**config.mk**
```make
export PLATFORM = sky130hd
export DESIGN_NAME = baud_tick_gen
export DESIGN_NICKNAME = d
export VERILOG_FILES = /design/src/rtl/baud_pkg.sv /design/src/rtl/baud_rst_sync.sv /design/src/rtl/baud_prescaler.sv /design/src/rtl/baud_divider.sv /design/src/rtl/baud_tick_gen.sv
export SDC_FILE = /design/constraint.sdc
export NUM_CORES = 1
export LEC_CHECK = 0
export BUFFER_PORTS_ARGS = -buffer_cell sky130_fd_sc_hd__buf_2
export CAP_MARGIN = 10
export CORE_AREA = 2 2 70 72
export DETAILED_ROUTE_END_ITERATION = 7
export DIE_AREA = 0 0 72 74
export HOLD_SLACK_MARGIN = 0.08
export PLACE_DENSITY = 0.62
export SYNTH_ARGS = -nofsm -noshare
export SYNTH_HDL_FRONTEND = slang
export SYNTH_SLANG_ARGS = --single-unit
```
**constraint.sdc**
```tcl
create_clock -name clk -period 1.5 [get_ports clk]
set_input_delay 0.225 -clock clk [delete_from_list [all_inputs] [get_ports clk]]
set_output_delay 0.225 -clock clk [all_outputs]
set_load 0.01 [all_outputs]
```
**src/rtl/baud_pkg.sv**
```systemverilog
package baud_pkg;
  localparam int unsigned DIV_W = 16;
  localparam int unsigned PRE_W = 4;
  localparam int unsigned SEL_W = 2;

  typedef logic [DIV_W-1:0] div_t;
  typedef logic [PRE_W-1:0] pre_t;

  function automatic pre_t pre_factor(input logic [SEL_W-1:0] sel);
    case (sel)
      2'b00:   return pre_t'(1);
      2'b01:   return pre_t'(3);
      2'b10:   return pre_t'(6);
      default: return pre_t'(12);
    endcase
  endfunction
endpackage

```
**src/rtl/baud_rst_sync.sv**
```systemverilog
module baud_rst_sync #(
  parameter int unsigned STAGES = 2
) (
  input  logic clk,
  input  logic rst_n,
  output logic rst_n_sync
);
  logic [STAGES-1:0] chain_q;

  always_ff @(posedge clk or negedge rst_n) begin
    if (!rst_n) chain_q <= '0;
    else        chain_q <= {chain_q[STAGES-2:0], 1'b1};
  end

  assign rst_n_sync = chain_q[STAGES-1];
endmodule

```
**src/rtl/baud_prescaler.sv**
```systemverilog
module baud_prescaler
  import baud_pkg::*;
(
  input  logic             clk,
  input  logic             rst_n,
  input  logic [SEL_W-1:0] psel,
  output logic             pre_en
);
  pre_t cnt_q, cnt_d;

  assign pre_en = (cnt_q == '0);

  // The factor is sampled only at reload, so a select change never cuts a slot short.
  always_comb begin
    if (pre_en) cnt_d = pre_factor(psel) - pre_t'(1);
    else        cnt_d = cnt_q - pre_t'(1);
  end

  always_ff @(posedge clk or negedge rst_n) begin
    if (!rst_n) cnt_q <= '0;
    else        cnt_q <= cnt_d;
  end

  // the count stays inside the largest factor
  p_cnt_range_r3: assert property (@(posedge clk) disable iff (!rst_n)
    cnt_q <= pre_t'(11));

  // between enables the counter steps down by one
  p_cnt_step_r2: assert property (@(posedge clk) disable iff (!rst_n)
    !pre_en |=> cnt_q == $past(cnt_q) - pre_t'(1));
endmodule

```
**src/rtl/baud_divider.sv**
```systemverilog
module baud_divider
  import baud_pkg::*;
(
  input  logic       clk,
  input  logic       rst_n,
  input  logic       pre_en,
  input  logic [7:0] wdata,
  input  logic       wr_lo,
  input  logic       wr_hi,
  output logic       tick_o
);
  div_t div_q, div_d;
  div_t cnt_q, cnt_d;
  logic tick_q, tick_d;

  // Divisor register: byte-wise write enables
  always_comb begin
    div_d = div_q;
    if (wr_lo) div_d[7:0]  = wdata;
    if (wr_hi) div_d[15:8] = wdata;
  end

  // Down-counter: reload from the divisor at wrap, idle while it holds zero
  always_comb begin
    cnt_d  = cnt_q;
    tick_d = 1'b0;
    if (pre_en) begin
      if (cnt_q == '0) begin
        cnt_d = div_q;
      end else if (cnt_q == div_t'(1)) begin
        cnt_d  = div_q;
        tick_d = 1'b1;
      end else begin
        cnt_d = cnt_q - div_t'(1);
      end
    end
  end

  always_ff @(posedge clk or negedge rst_n) begin
    if (!rst_n) begin
      div_q  <= '0;
      cnt_q  <= '0;
      tick_q <= 1'b0;
    end else begin
      div_q  <= div_d;
      cnt_q  <= cnt_d;
      tick_q <= tick_d;
    end
  end

  assign tick_o = tick_q;

  // a parked counter with a zero divisor produces nothing
  p_zero_idle_r7: assert property (@(posedge clk) disable iff (!rst_n)
    (cnt_q == '0 && div_q == '0) |=> !tick_o);

  // every pulse follows a prescaler enable
  p_tick_on_slot_r2: assert property (@(posedge clk) disable iff (!rst_n)
    tick_o |-> $past(pre_en));

  // mid-period counts only step down, never jump to a new divisor
  p_no_runt_r6: assert property (@(posedge clk) disable iff (!rst_n)
    (pre_en && cnt_q > div_t'(1)) |=> cnt_q == $past(cnt_q) - div_t'(1));

  // a high-byte write alone keeps the low byte
  p_lo_kept_r4: assert property (@(posedge clk) disable iff (!rst_n)
    (wr_hi && !wr_lo) |=> div_q[7:0] == $past(div_q[7:0]));
endmodule

```
**src/rtl/baud_tick_gen.sv**
```systemverilog
module baud_tick_gen
  import baud_pkg::*;
(
  input  logic             clk,
  input  logic             rst_n,
  input  logic [SEL_W-1:0] psel,
  input  logic [7:0]       wdata,
  input  logic             wr_lo,
  input  logic             wr_hi,
  output logic             tick_o
);
  logic rst_n_int;
  logic pre_en;

  baud_rst_sync #(.STAGES(2)) u_rst (
    .clk        (clk),
    .rst_n      (rst_n),
    .rst_n_sync (rst_n_int)
  );

  baud_prescaler u_pre (
    .clk    (clk),
    .rst_n  (rst_n_int),
    .psel   (psel),
    .pre_en (pre_en)
  );

  baud_divider u_div (
    .clk    (clk),
    .rst_n  (rst_n_int),
    .pre_en (pre_en),
    .wdata  (wdata),
    .wr_lo  (wr_lo),
    .wr_hi  (wr_hi),
    .tick_o (tick_o)
  );
endmodule

```
==> flow_metrics.tcl, run 1 <==
set metrics [dict create \
    finalHoldViolCount 0 \
    powerDensity_mw_per_mm2 1706 \
    synth_area_mm2 0.002008 \
    slew_violations 0 \
    worst_ep_required_time_ps 1720 \
    wl_um 5080 \
    critPathMaxFanout 3 \
    place_ws_ps -338.8 \
    htreeDepth 2 \
    violations "setup timing" \
    r2r_start "u_div.cnt_q[7]" \
    vias 1735 \
    die_h_um 74 \
    dp_hpwl_um 3321 \
    drt_iter0_drc 93 \
    swShare_pct 37.33 \
    startpoint "u_div.cnt_q[7]" \
    hold_path_startpoint "wdata[2]" \
    cts_sinks 39 \
    yosysUniqueCellTypes 35 \
    layout_setup_ws_ps -401.5 \
    crit_buf_inv 1 \
    path_class "reg -> reg" \
    fillCellCount 328 \
    n_antenna_cell 0 \
    leakagePower_nw 1.228 \
    grt_pass1_wl_um 8176 \
    grt_max_degree 38 \
    crit_family "simple AND/OR/NAND/NOR gates" \
    rsz0062_at_grt "yes" \
    drc 0 \
    vdd_drop_max_uv 947.1 \
    synthCells 191 \
    p_int_mw 3.055 \
    post-route-period-util_pct 126.8 \
    grtUsageTotal_pct 19.88 \
    antenna_found_initial 0 \
    place.port_buffers 14 \
    clk_latency_ps 300 \
    synth_edf_count 0 \
    num_rows 25 \
    wl_per_cell_um 17.05 \
    finalHoldWorstSlack_ps 172.8 \
    drv_cap 0 \
    synth_fp_nets 212 \
    io_pins 15 \
    status "finished with violations" \
    setup_viol 18 \
    cts_buffers 5 \
    drive_gt1_share_pct 53.28 \
    start_kind "flop" \
    path_clk_slew_ps 90 \
    start_util_pct 43.67 \
    ys.flop_type "dfrtp_1" \
    area_growth_pct 42.31 \
    root_buffer "clkbuf_8" \
    worst_hold_path_type "in -> reg" \
    syn_avg_cell_area_um2 10.51 \
    die_area_mm2 0.005328 \
    ant_nets 0 \
    gp_congestion 0.8600 \
    dr.pass1.iters 4 \
    finalClockSkew_ps 10.88 \
    pwr-share-comb_pct 50.0 \
    clock.fmax_ghz 0.5259 \
    vias_per_cell 5.822 \
    gr-total-overflow 0 \
    grt_pass1_vias 1752 \
    ys_seq_area_share_pct 48.60 \
    fin_nets 264 \
    synth-async-reset-ratio_pct 100.0 \
    critPathCaptureType "flop" \
    power_switching_mw 1.819 \
    coreArea_mm2 0.004598 \
    crit_arrival_ps 2120 \
    slowest_delay_ps 410 \
    ys_warn_count 0 \
    clockBufferDepth 2 \
    synth-seq-cells 39 \
    worstPathCellList "nor4_4, buf_4, nand4_1, or3_4, a21oi_2, a2bb2oi_1" \
    pwr-share-clk_pct 18.1 \
    die_w_um 72 \
    cts_tree "yes" \
    pwr-share-seq_pct 31.9 \
    min_period_ps 1902 \
    crit_path_top_delay_cell "dfrtp_1" \
]
-- worst paths after layout --
| path | to | slack [ps] | depth (start not counted) |
|---|---|---|---|
| worst max-delay path | u_div.cnt_q[15] | -400 | 6 |
| worst min-delay path | u_div.div_q[10] | 170 | 2 |
| worst max register to register | u_div.cnt_q[15] | -400 | 6 |
| worst min register to register | u_div.tick_o | 290 | 1 |
| max in group asynchronous | u_div.cnt_q[5] | 850 | 1 |
| min in group asynchronous | u_rst.chain_q[1] | 250 | 2 |
-- kinds of logic (layout without fill, tap and decap cells) --
group | count (synthesis) | count (layout) | synth area share, %
AOI/OAI and AO/OA | 39 | 39 | 13.58
xor gates and xnor gates | 1 | 1 | 0.4362
adders and majority gates | 7 | 7 | 4.361
buffers and inverters | 23 | 76 | 5.171
DFF | 39 | 39 | 48.60
muxes | 16 | 16 | 8.972
other | 1 | 1 | 0.1867
and+or+nand+nor | 65 | 65 | 18.69
-- per-layer routing --
layer	GRT usage, %	share of wire (%)	routed length [um]	vias up
li1	-	-	-	794
met1	25.79	43	2167	881
met2	33.64	51	2603	47
met3	3.252	3.6	184	13
met4	7.966	2.4	124	0
met5	0	0	0	-
-- state kept, by name, summed over array words and instances (netlist names) --
| name | flops |
|---|---|
| u_div.cnt_q | 16 |
| u_div.div_q | 16 |
| u_div.tick_o | 1 |
| u_pre.cnt_q | 4 |
| u_rst.chain_q | 2 |
-- power groups by stage --
stage | Sequential, mW | Clock [mW] | Combinational (mW)
floorplan | 1.58 | 0 | 1.07
global placement | 1.54 | 0 | 1.83
detailed placement | 1.55 | 0 | 1.90
CTS | 1.54 | 0.901 | 2.19
global route | 1.59 | 0.956 | 2.64
finish | 1.55 | 0.882 | 2.44
-- through the flow --
stage                     TNS, ps  power, mW  cells  instance area [um^2]  util, %
after global routing        -5412      5.190    298                  2858    62.15
after global placement      -2941      3.366    284                  2425    52.73
final                       -4321      4.874    298                  2858    62.15
after floorplan             -4208      2.656    191                  2085        -
after CTS                   -3815      4.634    297                  2705    58.83
after detailed placement    -4073      3.449    284                  2425    52.73
-- repair_timing --
item                                   4_1_cts  5_1_grt
gates resized for setup                     22       26
gates cloned                                 2        1
pin swaps                                    5        6
buffers inserted                             2        1
endpoints found under the hold margin        2        0
hold buffers                                 1        0
setup endpoints to repair                   18       20
-- final cells by class --
class | instances | area [um^2] | share of cell area [%]
clock buffer | 5 | 68.82 | 2.408
clock inverter | 3 | 43.79 | 1.532
inverter | 12 | 45.04 | 1.576
multi-input combinational | 129 | 1176 | 41.16
sequential | 39 | 978.4 | 34.24
tap | 54 | 67.56 | 2.364
timing repair buffer | 56 | 478.0 | 16.73
-- Yosys cell counts, types with 2 or more instances --
cell type / n / area share, %
nor2_1: 14 / 2.6
mux2_2: 16 / 9.0
o22ai_1: 6 / 1.9
o21ai_0: 7 / 1.7
a2bb2oi_1: 6 / 2.6
nand2_1: 5 / 0.93
dfrtp_1: 39 / 49
inv_1: 12 / 2.2
nor4_1: 3 / 0.93
clkbuf_1: 7 / 1.3
nand3_1: 11 / 2.7
nor4_2: 2 / 1.2
o21ai_1: 4 / 1.0
buf_2: 2 / 0.50
ha_1: 7 / 4.4
nor4_4: 2 / 2.1
buf_6: 2 / 1.1
a21oi_1: 5 / 1.2
nor3_1: 19 / 4.7
or4_1: 2 / 0.75
a21oi_2: 5 / 2.2
a2bb2oi_2: 2 / 1.5
-- placed cells by master (no fill, tap or decap), drive strengths merged, types with 6 or more instances in the layout --
cell type	count
nand3	11
nor3	19
nor4	7
mux2	16
dfrtp	39
inv	12
o22ai	6
a21oi	10
o21ai	11
nor2	14
buf	54
clkbuf	6
a2bb2oi	8
ha	7
(Power assumes the default switching activity.)
==> run 2, diff against run 1 <==
Settings changed: ABC_AREA set to 1, CELL_PAD_IN_SITES_DETAIL_PLACEMENT set to 2, CELL_PAD_IN_SITES_GLOBAL_PLACEMENT set to 2, CORE_AREA 2 2 70 72 to 2 2 83 85, DIE_AREA 0 0 72 74 to 0 0 85 87, PLACE_DENSITY 0.62 to 0.78.
==> run 2 against run 1 <==
Compared with the run above:
- the run still ends with setup timing left
- setup slack better by 120 ps
- non-clock buffer count up 10
- sequential power up 3%
- global-route usage up 9.5 points
- wire length up 140%
- register-to-register slack better by 120 ps
- total power up 57%
- synthesized cell count up 57%
- clock power up 26%
- area after synthesis up 11%
- cell count up 49%
- critical endpoint is now u_div.cnt_q[1]
- largest power group unchanged
==> flow_metrics.tcl, run 2 <==
set metrics [dict create \
    status "finished with violations" \
    violations "setup timing" \
    finalClockSkew_ps 13.76 \
    ys_seq_area_share_pct 43.97 \
    whs_path_depth 3 \
    drv_cap 0 \
    leakagePower_nw 1.628 \
    swShare_pct 47.46 \
    die_h_um 87 \
    gr-total-overflow 0 \
    worstMarginPinSlew_ps 529.9 \
    place.port_buffers 14 \
    start_kind "flop" \
    ys.flop_type "dfrtp_1" \
    area_growth_pct 45.49 \
    final_cell_mix "84 x nand2_1, 38 x buf_4, 38 x dfrtp_1, 34 x inv_1, 27 x nand3_1" \
    htreeDepth 2 \
    path_clk_slew_ps 90 \
    syn_avg_cell_area_um2 7.424 \
    clock.fmax_ghz 0.5618 \
    powerDensity_mw_per_mm2 2365 \
    synthCells 299 \
    crit_arrival_ps 1990 \
    grt_pass1_wl_um 15810 \
    crit_family "simple AND/OR/NAND/NOR gates" \
    cts_sinks 39 \
    wl_per_cell_um 27.38 \
    drc 0 \
    pwr-share-clk_pct 14.5 \
    stdcell_count 445 \
    crit_buf_inv 3 \
    antenna_found_initial 0 \
    min_period_ps 1780 \
    netlist_top_cells_count "96 x nand2_1, 41 x nand3_1, 40 x inv_1" \
    die_w_um 85 \
    path_class "reg -> reg" \
    vias 2461 \
    ys_warn_count 0 \
    coreArea_mm2 0.006569 \
    worstSetupPathDepth 9 \
    fillCellCount 702 \
    layout_setup_ws_ps -280.0 \
    synth.largest_area_cell "dfrtp_1" \
    largest_registers "u_div.cnt_q x16, u_div.div_q x16, u_pre.cnt_q x4" \
    clk_latency_ps 320 \
    start_util_pct 33.79 \
    crit_path_top_delay_cell "dfrtp_1" \
    synth_area_mm2 0.002220 \
    post-route-period-util_pct 118.7 \
    io_pins 15 \
    synth_top_area_share_pct 43.97 \
    critPathMaxFanout 8 \
    root_buffer "clkbuf_8" \
    r2r_start "u_div.cnt_q[9]" \
    hold_path_startpoint "wdata[0]" \
    ant_nets 0 \
    synth-async-reset-ratio_pct 100.0 \
    finalHoldViolCount 0 \
    vias_per_cell 5.530 \
    die_area_mm2 0.007395 \
    synth-seq-cells 39 \
    wl_um 12180 \
    regArea_um2 977.2 \
    synth_fp_nets 320 \
    synth_edf_count 0 \
    worst_ep_required_time_ps 1710 \
    yosysUniqueCellTypes 25 \
    reg2reg_depth 9 \
    worst_hold_path_type "in -> reg" \
    dr.pass1.iters 4 \
    pwr-share-seq_pct 21.0 \
    synth_area_leaders "dfrtp_1 44%, nand2_1 16%, nand3_1 9.2%" \
    critPathCaptureType "flop" \
    slew_violations 0 \
    pwr-share-comb_pct 64.5 \
    relSlewSlack_pct 64.67 \
    dp_hpwl_um 5575 \
    rsz0062_at_grt "yes" \
    power_switching_mw 3.625 \
    grt_pass1_vias 2647 \
    n_antenna_cell 0 \
    drive_gt1_share_pct 36.16 \
    layout_commonest_cell "nand2_1" \
    setup_viol 17 \
    cts_buffers 5 \
    grtUsageTotal_pct 29.38 \
    p_int_mw 4.013 \
    startpoint "u_div.cnt_q[9]" \
    place_inst 420 \
    synth_most_common_cell "nand2_1" \
    slowest_delay_ps 440 \
    fin_nets 385 \
    gp_congestion 0.7537 \
    num_rows 30 \
    clockBufferDepth 2 \
    multi_input_area_mm2 0.001287 \
    grt_max_degree 38 \
    cp_common_cell "buf_12" \
    worstPathCellList "nor2_4, nand2_2, nor2_4, buf_12, buf_12, buf_12, nand3_2, nand3_1, o21ai_1" \
    vdd_drop_max_uv 871.4 \
    place_ws_ps -191.4 \
    cts_tree "yes" \
    drt_iter0_drc 116 \
]
## run 2: cell types whose count changed after synthesis, moves of 14 or more
| cell | delta |
|---|---|
| nor3_1 | -19 |
| nand2_1 | +91 |
| inv_1 | +28 |
| nand3_1 | +30 |
| mux2_2 | -16 |
| o21ai_0 | +14 |
## run 2: kinds of logic (layout without fill, tap and decap cells)
| family | after synthesis | after routing | share of synthesized area, % |
|---|---|---|---|
| simple gates | 174 | 174 | 35.12 |
| buf+inv | 48 | 114 | 8.906 |
| compound gates | 27 | 27 | 6.708 |
| other cells | 1 | 1 | 0.1689 |
| flops | 39 | 39 | 43.97 |
| fa+ha+maj | 7 | 7 | 3.946 |
| xor+xnor | 3 | 3 | 1.184 |
## run 2: routing by layer
layer	vias up	GRT usage, %	share of wire (%)
met3	40	5.403	4.9
met1	1258	33.93	40
li1	1067	-	-
met4	0	15.44	4.7
met5	-	0	0
met2	96	51.78	50
## run 2: worst min-delay path: cells and delay by family
kind / cells / cell delay [ps]
buf+inv: 1 / 100
simple gates: 1 / 50
compound gates: 1 / 70
## run 2: area by class of cell
type                            instances  area share [%]
Inverter                               40           4.649
Tap cell                               80           3.100
Clock inverter                          2           1.860
Sequential cell                        39           30.26
Multi-Input combinational cell        212           39.87
Clock buffer                            6           2.247
Timing Repair Buffer                   66           18.02
## run 2: power groups by stage
stage	Sequential (mW)	Clock, mW	Combinational (mW)
3_5_place_dp	1.52	0	2.98
2_1_floorplan	1.53	0	1.63
6_report	1.60	1.11	4.93
5_1_grt	1.62	1.13	5.17
4_1_cts	1.54	1.08	3.75
3_3_place_gp	1.49	0	2.78
## run 2: metrics by stage
stage	TNS, ps	total power, mW	util [%]	instance area [um^2]	hold slack (ps)
global route	-4072	7.919	49.16	3229	189.2
global placement	-396.4	4.269	40.08	2633	10.22
detailed placement	-2160	4.500	40.08	2633	13.96
floorplan	0	3.163	-	2226	-70.59
finish	-3305	7.638	49.16	3229	154.2
CTS	-736.7	6.372	45.92	3017	153.3
## run 2: final timing paths
| kind | to | slack (ps) |
|---|---|---|
| min | u_div.div_q[8] | 150 |
| max reg2reg | u_div.cnt_q[1] | -280 |
| max | u_div.cnt_q[1] | -280 |
| max in group asynchronous | u_div.cnt_q[0] | 790 |
| min reg2reg | u_div.tick_o | 320 |
| min in group asynchronous | u_rst.chain_q[0] | 220 |
## run 2: timing repair
action / 4_1_cts / 5_1_grt
resized for setup: 43 / 30
setup endpoints to repair: 18 / 20
pin swaps: 8 / 14
setup buffers: 7 / 9
hold buffers: 1 / 0
hold endpoints to repair: 2 / 0
